### src/rtl/pdw_pkg.sv
package pdw_pkg;
    typedef enum logic [1:0] {
        PH_ACTIVE = 2'd0,
        PH_SLEEP  = 2'd1,
        PH_SETTLE = 2'd2,
        PH_HOLD   = 2'd3
    } phase_e;
endpackage

### src/rtl/pdw_wake_qual.sv
module pdw_wake_qual #(
    parameter int N_EXT = 2
) (
    input  logic [N_EXT-1:0] ext_n,
    input  logic [N_EXT-1:0] ext_en,
    input  logic [N_EXT-1:0] ext_lvl,
    input  logic             kbd_in,
    input  logic             kbd_en,
    input  logic             kbd_pol,
    output logic [N_EXT-1:0] ext_hit,
    output logic             kbd_hit
);
    // Only level-sensitive, enabled lines that are low can wake.
    for (genvar g = 0; g < N_EXT; g++) begin : g_line
        assign ext_hit[g] = ext_en[g] & ext_lvl[g] & ~ext_n[g];
    end

    assign kbd_hit = kbd_en & (kbd_in == kbd_pol);
endmodule

### src/rtl/pdw_settle_cnt.sv
module pdw_settle_cnt #(
    parameter int SETTLE = 1024
) (
    input  logic clk,
    input  logic rst_n,
    input  logic run,
    input  logic clr,
    output logic done
);
    localparam int CW = (SETTLE > 2) ? $clog2(SETTLE) : 1;
    localparam logic [CW-1:0] LAST = CW'(SETTLE - 1);

    logic [CW-1:0] cnt_d, cnt_q;

    always_comb begin
        cnt_d = cnt_q;
        if (clr)
            cnt_d = '0;
        else if (run && cnt_q != LAST)
            cnt_d = cnt_q + 1'b1;
    end

    always_ff @(posedge clk or negedge rst_n) begin
        if (!rst_n) cnt_q <= '0;
        else        cnt_q <= cnt_d;
    end

    assign done = run && !clr && (cnt_q == LAST);
endmodule

### src/rtl/pwrdn_wake_ctl.sv
module pwrdn_wake_ctl
    import pdw_pkg::*;
#(
    parameter int N_EXT  = 2,
    parameter int SETTLE = 1024
) (
    input  logic             clk,
    input  logic             rst_n,
    input  logic             pd_wr,
    input  logic             pd_wdata,
    input  logic [N_EXT-1:0] ext_n,
    input  logic [N_EXT-1:0] ext_en,
    input  logic [N_EXT-1:0] ext_lvl,
    input  logic             kbd_in,
    input  logic             kbd_en,
    input  logic             kbd_pol,
    output logic             osc_en,
    output logic             cpu_clk_en,
    output logic             per_clk_en,
    output logic             wake_irq,
    output logic [N_EXT:0]   wake_src,
    output logic             pd_bit,
    output logic [1:0]       phase
);
    localparam int SW = N_EXT + 1;

    typedef struct packed {
        phase_e        ph;
        logic          pd;
        logic [SW-1:0] src;
        logic          irq;
    } ctl_s;

    ctl_s st_d, st_q;

    logic [N_EXT-1:0] ext_hit;
    logic             kbd_hit;
    logic             settle_done;

    pdw_wake_qual #(.N_EXT(N_EXT)) u_qual (
        .ext_n   (ext_n),
        .ext_en  (ext_en),
        .ext_lvl (ext_lvl),
        .kbd_in  (kbd_in),
        .kbd_en  (kbd_en),
        .kbd_pol (kbd_pol),
        .ext_hit (ext_hit),
        .kbd_hit (kbd_hit)
    );

    // Counter advances only while the oscillator runs.
    pdw_settle_cnt #(.SETTLE(SETTLE)) u_cnt (
        .clk   (clk),
        .rst_n (rst_n),
        .run   (osc_en),
        .clr   (st_q.ph != PH_SETTLE),
        .done  (settle_done)
    );

    always_comb begin
        st_d     = st_q;
        st_d.irq = 1'b0;
        unique case (st_q.ph)
            PH_ACTIVE: begin
                if (pd_wr && pd_wdata) begin
                    st_d.ph  = PH_SLEEP;
                    st_d.pd  = 1'b1;
                    st_d.src = '0;
                end
            end
            PH_SLEEP: begin
                if (|ext_hit) begin
                    // External release rule wins over the keyboard count.
                    st_d.ph  = PH_HOLD;
                    st_d.pd  = 1'b0;
                    st_d.src = {kbd_hit, ext_hit};
                end else if (kbd_hit) begin
                    st_d.ph  = PH_SETTLE;
                    st_d.pd  = 1'b0;
                    st_d.src = {1'b1, {N_EXT{1'b0}}};
                end
            end
            PH_SETTLE: begin
                if (settle_done) begin
                    st_d.ph  = PH_ACTIVE;
                    st_d.irq = 1'b1;
                end
            end
            PH_HOLD: begin
                if ((st_q.src[N_EXT-1:0] & ~ext_n) == '0) begin
                    st_d.ph  = PH_ACTIVE;
                    st_d.irq = 1'b1;
                end
            end
            default: st_d.ph = PH_ACTIVE;
        endcase
    end

    always_ff @(posedge clk or negedge rst_n) begin
        if (!rst_n) begin
            st_q.ph  <= PH_ACTIVE;
            st_q.pd  <= 1'b0;
            st_q.src <= '0;
            st_q.irq <= 1'b0;
        end else begin
            st_q <= st_d;
        end
    end

    assign osc_en     = (st_q.ph != PH_SLEEP);
    assign cpu_clk_en = (st_q.ph == PH_ACTIVE);
    assign per_clk_en = (st_q.ph == PH_ACTIVE);
    assign wake_irq   = st_q.irq;
    assign wake_src   = st_q.src;
    assign pd_bit     = st_q.pd;
    assign phase      = st_q.ph;
endmodule

### config.mk
export PLATFORM = sky130hd
export DESIGN_NAME = pwrdn_wake_ctl
export DESIGN_NICKNAME = d
export VERILOG_FILES = /design/src/rtl/pdw_pkg.sv /design/src/rtl/pdw_wake_qual.sv /design/src/rtl/pdw_settle_cnt.sv /design/src/rtl/pwrdn_wake_ctl.sv
export SDC_FILE = /design/constraint.sdc
export NUM_CORES = 1
export LEC_CHECK = 0
export ABC_AREA = 1
export CELL_PAD_IN_SITES_DETAIL_PLACEMENT = 0
export CELL_PAD_IN_SITES_GLOBAL_PLACEMENT = 1
export CORE_AREA = 5 5 54 56
export DETAILED_ROUTE_END_ITERATION = 8
export DIE_AREA = 0 0 59 61
export DONT_BUFFER_PORTS = 1
export GPL_ROUTABILITY_DRIVEN = 0
export MAX_ROUTING_LAYER = met4
export PLACE_DENSITY = 0.76
export SKIP_CTS_REPAIR_TIMING = 1
export SYNTH_ARGS = -nofsm -noshare
export SYNTH_HDL_FRONTEND = slang
export SYNTH_SLANG_ARGS = --single-unit
### constraint.sdc
create_clock -name clk -period 1.8 [get_ports clk]
set_input_delay 0.54 -clock clk [delete_from_list [all_inputs] [get_ports clk]]
set_output_delay 0.54 -clock clk [all_outputs]
set_load 0.1 [all_outputs]
==> impl_metrics.sql, run 1 <==
INSERT INTO impl_metrics (metric_group, metric, value, unit) VALUES
('outcome', 'run_status', 'finished with violations', ''),
('outcome', 'violated_checks', 'negative setup slack', ''),
('yosys', 'synth_seq_area_share', '43.4', '%'),
('setup_path', 'cp.arrival', '1.33', 'ns'),
('sta', 'timing.final.setup_violations', '1', ''),
('worst_hold_path', 'min_delay_worst_endpoint', 'wake_src[0]', ''),
('power_and_ir_drop', 'finalPower', '0.612', 'mW'),
('grt', 'grt_pass1_vias', '814', ''),
('sta', 'period_share', '104', '%'),
('sta', 'unrepaired_setup_endpoints_after_global_routing', 'true', ''),
('sta', 'relative_slew_margins', '46.9', '%'),
('routing', 'detailroute.via_count', '878', ''),
('sta', 'worst_slack', '-0.0714', 'ns'),
('setup_path', 'crit_required', '1.26', 'ns'),
('setup_path', 'worst-path-max-fanout', '6', ''),
('routing', 'postRouteAntennaNets', '0', ''),
('power_and_ir_drop', 'total_leakage_power', '0.589', 'nW'),
('grt', 'number_of_antenna_violations_at_the_first_check_in_global_routing', '0', ''),
('layout', 'sequential_cell_area', '433', 'um^2'),
('setup_path', 'path_delay_family', 'flip-flops', ''),
('clock_tree', 'cts.sinks', '17', ''),
('floorplan', 'placeableCoreArea', '2390', 'um^2'),
('sta', 'clock_skew', '0.00175', 'ns'),
('grt', 'grt_max_degree', '18', ''),
('clock_tree', 'clockBufferDepth', '2', ''),
('power_and_ir_drop', 'power.density_cell_area', '505', 'nW/um^2'),
('yosys', 'count_of_mapped_cells_out_of_synthesis', '124', ''),
('clock_tree', 'cts.clk_slew.worst_paths', '0.10', 'ns'),
('floorplan', 'rows', '18', ''),
('clock_tree', 'tritoncts.num_buffers', '3', ''),
('sta', 'layout_min_cycle_time', '1.87', 'ns'),
('place', 'minimum_setup_slack_after_placement', '0.182', 'ns'),
('yosys', 'synth_cell_types', '23', ''),
('sta', 'maxClockFrequency', '0.534', 'GHz'),
('setup_path', 'startpoint_types', 'flop', ''),
('routing', 'routed_wire_length', '2.16', 'mm'),
('routing', 'vias_per_cell', '5.05', ''),
('routing', 'drt_drc_violations_left', '0', ''),
('layout', 'multiInputGateArea', '487', 'um^2'),
('setup_path', 'rr_startpoint', 'u_cnt.cnt_q[0]', ''),
('grt', 'groute.usage.overall', '13.3', '%'),
('setup_path', 'reg2reg_setup_slack', '0.30', 'ns'),
('layout', 'finalNetCount', '159', ''),
('floorplan', 'die_x', '59', 'um'),
('setup_path', 'timing.critical_path.cells', 'inv_4, nor2_4, clkinvlp_4, buf_12', ''),
('clock_tree', 'clock_insertion_delay_worst_skew', '0.29', 'ns'),
('setup_path', 'cp.buffers_inverters', '3', ''),
('clock_tree', 'htree_levels', '1', ''),
('power_and_ir_drop', 'max-vdd-ir-drop', '273', 'uV'),
('layout', 'flow.area_growth_from_synthesis', '23.9', '%'),
('place', 'place.detailed.hpwl', '1.63', 'mm'),
('setup_path', 'timing.reg2reg.worst_path_depth', '8', ''),
('layout', 'layout_filler_cell_count', '223', ''),
('run', 'max_cap_violations', '0', ''),
('yosys', 'synthesis.yosys.warnings', '0', ''),
('setup_path', 'kind_of_end_point_of_the_critical_path', 'output pin', ''),
('routing', 'avgRoutedWirePerCell', '12.4', 'um'),
('yosys', 'ys_seq_elements', '17', ''),
('floorplan', 'floorplan.die_area', '3600', 'um^2'),
('place', 'port_buffers', '0', ''),
('yosys', 'synth_nets', '138', ''),
('setup_path', 'stages_on_worst_setup_path', '4', ''),
('yosys', 'synth.avg_cell_area', '7.90', 'um^2'),
('floorplan', 'design.portCount', '23', ''),
('setup_path', 'timing.setup.critical_path_class', 'flop to output pin', ''),
('setup_path', 'crit_path_max_cell_delay', '0.50', 'ns'),
('floorplan', 'floorplan.die.height', '61', 'um'),
('worst_hold_path', 'whs_path_depth', '3', ''),
('routing', 'dr_pass1_iterations', '4', ''),
('yosys', 'syn_area', '980', 'um^2'),
('clock_tree', 'cts_tree', 'built', '');
through the flow:
| stage | util, % | TNS [ns] | cell area, um^2 | std cells |
|---|---|---|---|---|
| 2_1_floorplan | - | -0.346 | 1010 | 124 |
| 3_3_place_gp | 47.0 | 0 | 1120 | 162 |
| 3_5_place_dp | 47.0 | 0 | 1120 | 162 |
| 4_1_cts | 48.1 | -0.165 | 1150 | 166 |
| 5_1_grt | 50.8 | -0.211 | 1210 | 174 |
| 6_report | 50.8 | -0.0714 | 1210 | 174 |
final cells by class:
class | instances | share of cell area [%]
Clock inverter | 1 | 0.412
Inverter | 18 | 6.08
Clock buffer | 3 | 1.86
Timing Repair Buffer | 17 | 12.8
Sequential cell | 17 | 35.7
Multi-Input combinational cell | 88 | 40.1
Tap cell | 30 | 3.09
how the worst max path moves through the flow:
stage / start / to / slack (ns)
2_1_floorplan: phase[0] / per_clk_en / -0.23
3_3_place_gp: phase[1] / osc_en / 0.20
3_5_place_dp: phase[1] / osc_en / 0.18
4_1_cts: phase[1] / osc_en / -0.16
5_1_grt: phase[0] / osc_en / -0.12
6_report: phase[0] / osc_en / -0.07
cells in the mapped netlist, drive strengths merged:
master,n,area (um^2)
nand4,2,12.5
dfrtp,17,425
xnor2,1,8.76
o31ai,2,15.0
o21ai,8,47.6
inv,18,67.6
o211ai,2,15.0
a21oi,2,13.8
nand2,35,139
nand3,13,82.6
buf,1,7.51
ha,1,12.5
xor2,3,26.3
nor2,18,100
or2,1,6.26
power by group:
group	total, mW	internal [mW]	switching [mW]
logic	0.0236	0.00674	0.0168
registers	0.382	0.382	0
clock network	0.207	0.0825	0.125
total	0.612	0.471	0.141
cells in the final DEF, fill, tap and decap left out, drive strengths merged, types with 3 or more instances in the layout:
| cell type | Yosys | routed |
|---|---|---|
| nand2 | 35 | 35 |
| nor2 | 18 | 18 |
| dfrtp | 17 | 17 |
| inv | 18 | 17 |
| buf | 1 | 16 |
| nand3 | 13 | 13 |
| o21ai | 8 | 8 |
| xor2 | 3 | 3 |
| clkbuf | 0 | 3 |
worst register-to-register path: stages, from the launching register on:
cell and delay (ns):
sky130_fd_sc_hd__dfrtp_1 0.42, sky130_fd_sc_hd__ha_1 0.20, sky130_fd_sc_hd__nand2_1 0.09, sky130_fd_sc_hd__nor2_2 0.16, sky130_fd_sc_hd__nand3_1 0.10, sky130_fd_sc_hd__nand2_2 0.15
sky130_fd_sc_hd__nand4_1 0.13, sky130_fd_sc_hd__nand2_1 0.08, sky130_fd_sc_hd__nand2_1 0.05
registers in the layout, indices dropped and copies added (netlist names):
name,count
phase,2
wake_irq,1
pd_bit,1
wake_src,3
u_cnt.cnt_q,10
logic make-up (layout without fill, tap and decap cells):
family,Yosys count,in the layout,share of synthesized area (%)
compound gates,14,14,9.32
xor+xnor,4,4,3.58
fa+ha+maj,1,1,1.28
buf+inv,19,39,7.66
flops,17,17,43.4
simple gates,69,69,34.7
per-layer routing:
layer	vias up	wire length [um]	GRT usage [%]
met3	2	123	2.13
met5	-	0	-
li1	433	-	-
met2	23	1130	22.1
met4	0	22	5.83
met1	420	884	16.0
(Power assumes the default switching activity.)
==> inputs of run 2 (changes only) <==
Settings changed: RECOVER_POWER set to 25, TNS_END_PERCENT set to 1.
==> impl_metrics.sql, run 2 (synthesis results as in run 1) <==
INSERT INTO impl_metrics (metric_group, metric, value, unit) VALUES
('outcome', 'run_status', 'finished with violations', ''),
('outcome', 'violated_checks', 'negative setup slack', ''),
('worst_hold_path', 'min_delay_worst_endpoint', 'wake_src[0]', ''),
('routing', 'detail_route.iter0.violations', '13', ''),
('sta', 'timing_max_transition_violations_final', '0', ''),
('grt', 'overflow', '0', ''),
('layout', 'largest_register_ffs', '10', ''),
('worst_hold_path', 'whs_path_depth', '3', ''),
('setup_path', 'critical-path-slowest-cell', 'sky130_fd_sc_hd__dfrtp_4', ''),
('grt', 'groute.usage.overall', '13.2', '%'),
('power_and_ir_drop', 'power.density_cell_area', '521', 'nW/um^2'),
('layout', 'layout.cells.most_common', 'sky130_fd_sc_hd__nand2_1', ''),
('layout', 'n_antenna_cell', '0', ''),
('sta', 'setup-tns-final', '-0.00678', 'ns'),
('clock_tree', 'cts.clk_slew.worst_paths', '0.11', 'ns'),
('setup_path', 'kind_of_end_point_of_the_critical_path', 'output pin', ''),
('routing', 'postRouteAntennaNets', '0', ''),
('floorplan', 'floorplan.die.height', '61', 'um'),
('setup_path', 'cp.buffers_inverters', '1', ''),
('floorplan', 'placeableCoreArea', '2390', 'um^2'),
('sta', 'hold_viol_final', '0', ''),
('run', 'max_cap_violations', '0', ''),
('place', 'place.detailed.hpwl', '1.59', 'mm'),
('setup_path', 'worst-path-max-fanout', '6', ''),
('sta', 'timing.final.setup_violations', '2', ''),
('layout', 'finalNetCount', '155', ''),
('setup_path', 'path_delay_family', 'flip-flops', ''),
('layout', 'final_layout_size_suffix_gt1_share', '27.9', '%'),
('setup_path', 'timing.reg2reg.worst_path_depth', '7', ''),
('clock_tree', 'htree_levels', '1', ''),
('floorplan', 'design.portCount', '23', ''),
('floorplan', 'rows', '18', ''),
('sta', 'maxClockFrequency', '0.554', 'GHz'),
('setup_path', 'rr_startpoint', 'u_cnt.cnt_q[0]', ''),
('grt', 'grt_max_degree', '18', ''),
('routing', 'dr_pass1_iterations', '4', ''),
('clock_tree', 'clock_insertion_delay_worst_skew', '0.29', 'ns'),
('clock_tree', 'tritoncts.num_buffers', '3', ''),
('sta', 'worst-slew-pin-transition', '0.791', 'ns'),
('clock_tree', 'cts_tree', 'built', ''),
('floorplan', 'die_x', '59', 'um'),
('power_and_ir_drop', 'max-vdd-ir-drop', '337', 'uV'),
('layout', 'flow.area_growth_from_synthesis', '20.4', '%'),
('setup_path', 'cp.arrival', '1.26', 'ns'),
('power_and_ir_drop', 'finalPower', '0.614', 'mW'),
('setup_path', 'reg2reg_setup_slack', '0.30', 'ns'),
('worst_hold_path', 'worst_hold_startpoint', 'ext_n[0]', ''),
('clock_tree', 'clockBufferDepth', '2', ''),
('sta', 'worst_slack', '-0.00425', 'ns'),
('floorplan', 'initial_standard_cell_utilization_of_the_core', '41.0', '%'),
('sta', 'period_share', '100', '%'),
('grt', 'grt_pass1_wl', '3.42', 'mm'),
('setup_path', 'startpoint_types', 'flop', ''),
('setup_path', 'timing.setup.critical_path_class', 'flop to output pin', ''),
('power_and_ir_drop', 'total_leakage_power', '0.566', 'nW'),
('setup_path', 'crit_required', '1.26', 'ns'),
('setup_path', 'crit_path_max_cell_delay', '0.54', 'ns'),
('sta', 'relative_slew_margins', '47.1', '%'),
('place', 'minimum_setup_slack_after_placement', '0.267', 'ns'),
('place', 'place_inst', '162', ''),
('setup_path', 'worstReg2RegEnd', 'u_cnt.cnt_q[0]', ''),
('layout', 'largest_register', 'u_cnt.cnt_q', ''),
('routing', 'routed_wire_length', '2.04', 'mm'),
('routing', 'drt_drc_violations_left', '0', ''),
('clock_tree', 'clk_root_buffer_cell', 'sky130_fd_sc_hd__clkbuf_4', ''),
('routing', 'detailroute.via_count', '829', ''),
('layout', 'post_layout_nonfiller_instances', '170', ''),
('place', 'port_buffers', '0', ''),
('routing', 'vias_per_cell', '4.88', ''),
('layout', 'layout_common_cells', 'sky130_fd_sc_hd__nand2_1, sky130_fd_sc_hd__dfrtp_1, sky130_fd_sc_hd__inv_1', ''),
('routing', 'avgRoutedWirePerCell', '12.0', 'um'),
('floorplan', 'floorplan.die_area', '3600', 'um^2'),
('grt', 'grt_pass1_vias', '846', ''),
('grt', 'number_of_antenna_violations_at_the_first_check_in_global_routing', '0', ''),
('sta', 'layout_min_cycle_time', '1.80', 'ns'),
('clock_tree', 'cts.sinks', '17', ''),
('setup_path', 'timing.critical_path.cells', 'nor2_4, buf_12', ''),
('sta', 'unrepaired_setup_endpoints_after_global_routing', 'true', ''),
('worst_hold_path', 'worst_hold_path_type', 'primary input to flop', ''),
('sta', 'clock_skew', '0.00612', 'ns');
run 2: power by group:
| group | internal [mW] | switching, mW |
|---|---|---|
| Combinational | 0.00675 | 0.0170 |
| Clock | 0.0826 | 0.126 |
| Sequential | 0.382 | 0 |
run 2: worst min-delay path, delay by kind of cell:
kind	cells	cell delay (ns)
and+or+nand+nor	3	0.14
run 2: per-stage QoR:
step                      cell area, um^2  util [%]  hold slack, ns
after floorplan                      1010         -           0.244
after global placement               1120      46.8           0.245
after detailed placement             1120      46.8           0.245
after CTS                            1140      48.0         -0.0801
after global routing                 1180      49.4           0.414
final                                1180      49.4           0.418
run 2: worst max path at each step:
stage               startpoint    endpoint  slack, ns  depth (start not counted)
floorplan             phase[0]  per_clk_en      -0.23                          2
global placement      phase[1]      osc_en       0.28                          3
detailed placement    phase[0]      osc_en       0.27                          4
CTS                   phase[0]      osc_en      -0.07                          4
global route          phase[1]  per_clk_en      -0.04                          2
finish                phase[1]  per_clk_en     -0.004                          2
run 2: final cells by class:
cell class | instances | area, um^2
tap | 30 | 37.5
inverter | 18 | 70.1
clock inverter | 1 | 5.00
multi-input combinational | 88 | 487
timing repair buffer | 13 | 125
sequential | 17 | 433
fill | 228 | 1210
clock buffer | 3 | 22.5
run 2: metal layers:
layer	GRT usage [%]	wire [um]
met1	15.0	881
met4	8.74	51
met5	-	0
met2	21.6	1020
met3	1.91	81
==> inputs of run 3 (changes only) <==
Settings changed: TNS_END_PERCENT 1 to not set.
==> impl_metrics.sql, run 3 (synthesis results as in run 1) <==
INSERT INTO impl_metrics (metric_group, metric, value, unit) VALUES
('layout', 'layout_filler_cell_count', '223', ''),
('routing', 'detail_route.iter0.violations', '19', ''),
('setup_path', 'timing.setup.critical_path_class', 'flop to output pin', ''),
('floorplan', 'design.portCount', '23', ''),
('clock_tree', 'tritoncts.num_buffers', '3', ''),
('floorplan', 'die_x', '59', 'um'),
('clock_tree', 'cts.sinks', '17', ''),
('sta', 'maxClockFrequency', '0.534', 'GHz'),
('outcome', 'run_status', 'finished with violations', ''),
('grt', 'overflow', '0', ''),
('routing', 'drt_drc_violations_left', '0', ''),
('layout', 'finalNetCount', '159', ''),
('clock_tree', 'clk_root_buffer_cell', 'sky130_fd_sc_hd__clkbuf_4', ''),
('power_and_ir_drop', 'max-vdd-ir-drop', '273', 'uV'),
('setup_path', 'cp.arrival', '1.33', 'ns'),
('sta', 'timing.final.setup_violations', '1', ''),
('sta', 'worst_slack', '-0.0714', 'ns'),
('setup_path', 'startpoint_types', 'flop', ''),
('setup_path', 'crit_end', 'osc_en', ''),
('layout', 'final_core_utilization', '50.7', '%'),
('setup_path', 'crit_required', '1.26', 'ns'),
('sta', 'relative_slew_margins', '46.9', '%'),
('setup_path', 'reg2reg_setup_slack', '0.25', 'ns'),
('layout', 'largest_register', 'u_cnt.cnt_q', ''),
('sta', 'clock_skew', '0.00175', 'ns'),
('layout', 'layout.cells.most_common', 'sky130_fd_sc_hd__nand2_1', ''),
('clock_tree', 'cts.clk_slew.worst_paths', '0.10', 'ns'),
('sta', 'period_share', '104', '%'),
('grt', 'grt_pass1_vias', '814', ''),
('grt', 'number_of_antenna_violations_at_the_first_check_in_global_routing', '0', ''),
('sta', 'hold_viol_final', '0', ''),
('setup_path', 'critPathLaunch', 'phase[0]', ''),
('place', 'port_buffers', '0', ''),
('clock_tree', 'clockBufferDepth', '2', ''),
('layout', 'final_layout_size_suffix_gt1_share', '29.2', '%'),
('floorplan', 'initial_standard_cell_utilization_of_the_core', '41.0', '%'),
('grt', 'grt_pass1_wl', '3.53', 'mm'),
('routing', 'dr_pass1_iterations', '4', ''),
('sta', 'finalHoldWorstSlack', '0.415', 'ns'),
('floorplan', 'floorplan.die_area', '3600', 'um^2'),
('sta', 'timing_max_transition_violations_final', '0', ''),
('clock_tree', 'htree_levels', '1', ''),
('sta', 'worst-slew-pin-transition', '0.794', 'ns'),
('sta', 'unrepaired_setup_endpoints_after_global_routing', 'true', ''),
('grt', 'grt_max_degree', '18', ''),
('power_and_ir_drop', 'power.density_cell_area', '506', 'nW/um^2'),
('layout', 'n_antenna_cell', '0', ''),
('routing', 'postRouteAntennaNets', '0', ''),
('setup_path', 'timing.reg2reg.worst_path_depth', '8', ''),
('outcome', 'violated_checks', 'negative setup slack', ''),
('clock_tree', 'clock_insertion_delay_worst_skew', '0.29', 'ns'),
('sta', 'layout_min_cycle_time', '1.87', 'ns'),
('routing', 'avgRoutedWirePerCell', '12.4', 'um'),
('run', 'max_cap_violations', '0', ''),
('routing', 'detailroute.via_count', '878', ''),
('layout', 'largest_register_ffs', '10', ''),
('routing', 'met3WireLength', '123', 'um'),
('floorplan', 'rows', '18', ''),
('setup_path', 'worst-path-max-fanout', '6', ''),
('layout', 'layout_common_cells', 'sky130_fd_sc_hd__nand2_1, sky130_fd_sc_hd__dfrtp_1, sky130_fd_sc_hd__inv_1, sky130_fd_sc_hd__buf_4', ''),
('routing', 'top_signal_layer_used', 'met4', ''),
('setup_path', 'worstReg2RegEnd', 'phase[0]', ''),
('routing', 'detail_route.wirelength.met1', '885', 'um'),
('sta', 'setup-tns-final', '-0.0714', 'ns'),
('grt', 'groute.usage.overall', '13.3', '%'),
('routing', 'routed_wire_length', '2.17', 'mm'),
('power_and_ir_drop', 'total_leakage_power', '0.589', 'nW'),
('clock_tree', 'cts_tree', 'built', ''),
('setup_path', 'kind_of_end_point_of_the_critical_path', 'output pin', ''),
('routing', 'vias_per_cell', '5.05', ''),
('routing', 'detailroute.wirelength.met2', '1.13', 'mm'),
('setup_path', 'rr_startpoint', 'u_cnt.cnt_q[0]', ''),
('layout', 'flow.area_growth_from_synthesis', '23.6', '%'),
('floorplan', 'placeableCoreArea', '2390', 'um^2'),
('worst_hold_path', 'worst_hold_path_type', 'primary input to flop', ''),
('place', 'place.detailed.hpwl', '1.63', 'mm'),
('floorplan', 'floorplan.die.height', '61', 'um');
## run 3: routing by layer
metal / up-vias / global-route usage (%)
met4: 0 / 5.83
met5: - / -
met2: 23 / 22.1
met1: 420 / 16.0
met3: 2 / 2.13
li1: 433 / -
## run 3: report_power, final
part	total (mW)	switching [mW]	internal [mW]
logic	0.0236	0.0168	0.00674
registers	0.382	0	0.382
clock network	0.207	0.125	0.0825
total	0.612	0.141	0.471
## run 3: stage by stage
| step | power (mW) | setup slack, ns | cell area, um^2 | cells |
|---|---|---|---|---|
| 2_1_floorplan | 0.402 | -0.233 | 1010 | 124 |
| 3_3_place_gp | 0.404 | 0.199 | 1120 | 162 |
| 3_5_place_dp | 0.404 | 0.182 | 1120 | 162 |
| 4_1_cts | 0.615 | -0.161 | 1150 | 166 |
| 5_1_grt | 0.642 | -0.120 | 1210 | 174 |
| 6_report | 0.612 | -0.0714 | 1210 | 174 |
## run 3: how the worst min path moves through the flow
| stage | depth (start not counted) | end | slack [ns] | start |
|---|---|---|---|---|
| detailed placement | 0 | u_cnt.cnt_q[6] | 0.24 | rst_n |
| CTS | 0 | u_cnt.cnt_q[7] | -0.09 | rst_n |
| global placement | 0 | u_cnt.cnt_q[8] | 0.24 | rst_n |
| floorplan | 0 | pd_bit | 0.24 | rst_n |
| finish | 3 | wake_src[0] | 0.41 | ext_n[0] |
| global route | 3 | wake_src[0] | 0.40 | ext_n[0] |
## run 3: area by class of cell
cell class | count | area, um^2 | share of cell area [%]
multi-input combinational | 88 | 484 | 40.0
sequential | 17 | 433 | 35.7
timing repair buffer | 17 | 155 | 12.8
tap | 30 | 37.5 | 3.10
clock buffer | 3 | 22.5 | 1.86
clock inverter | 1 | 5.00 | 0.413
inverter | 18 | 73.8 | 6.10
## run 3: worst max-delay path: stages, from the launching register on
cell and delay [ns]:
sky130_fd_sc_hd__dfrtp_4 0.50, sky130_fd_sc_hd__inv_4 0.06, sky130_fd_sc_hd__nor2_4 0.17, sky130_fd_sc_hd__clkinvlp_4 0.14, sky130_fd_sc_hd__buf_12 0.18
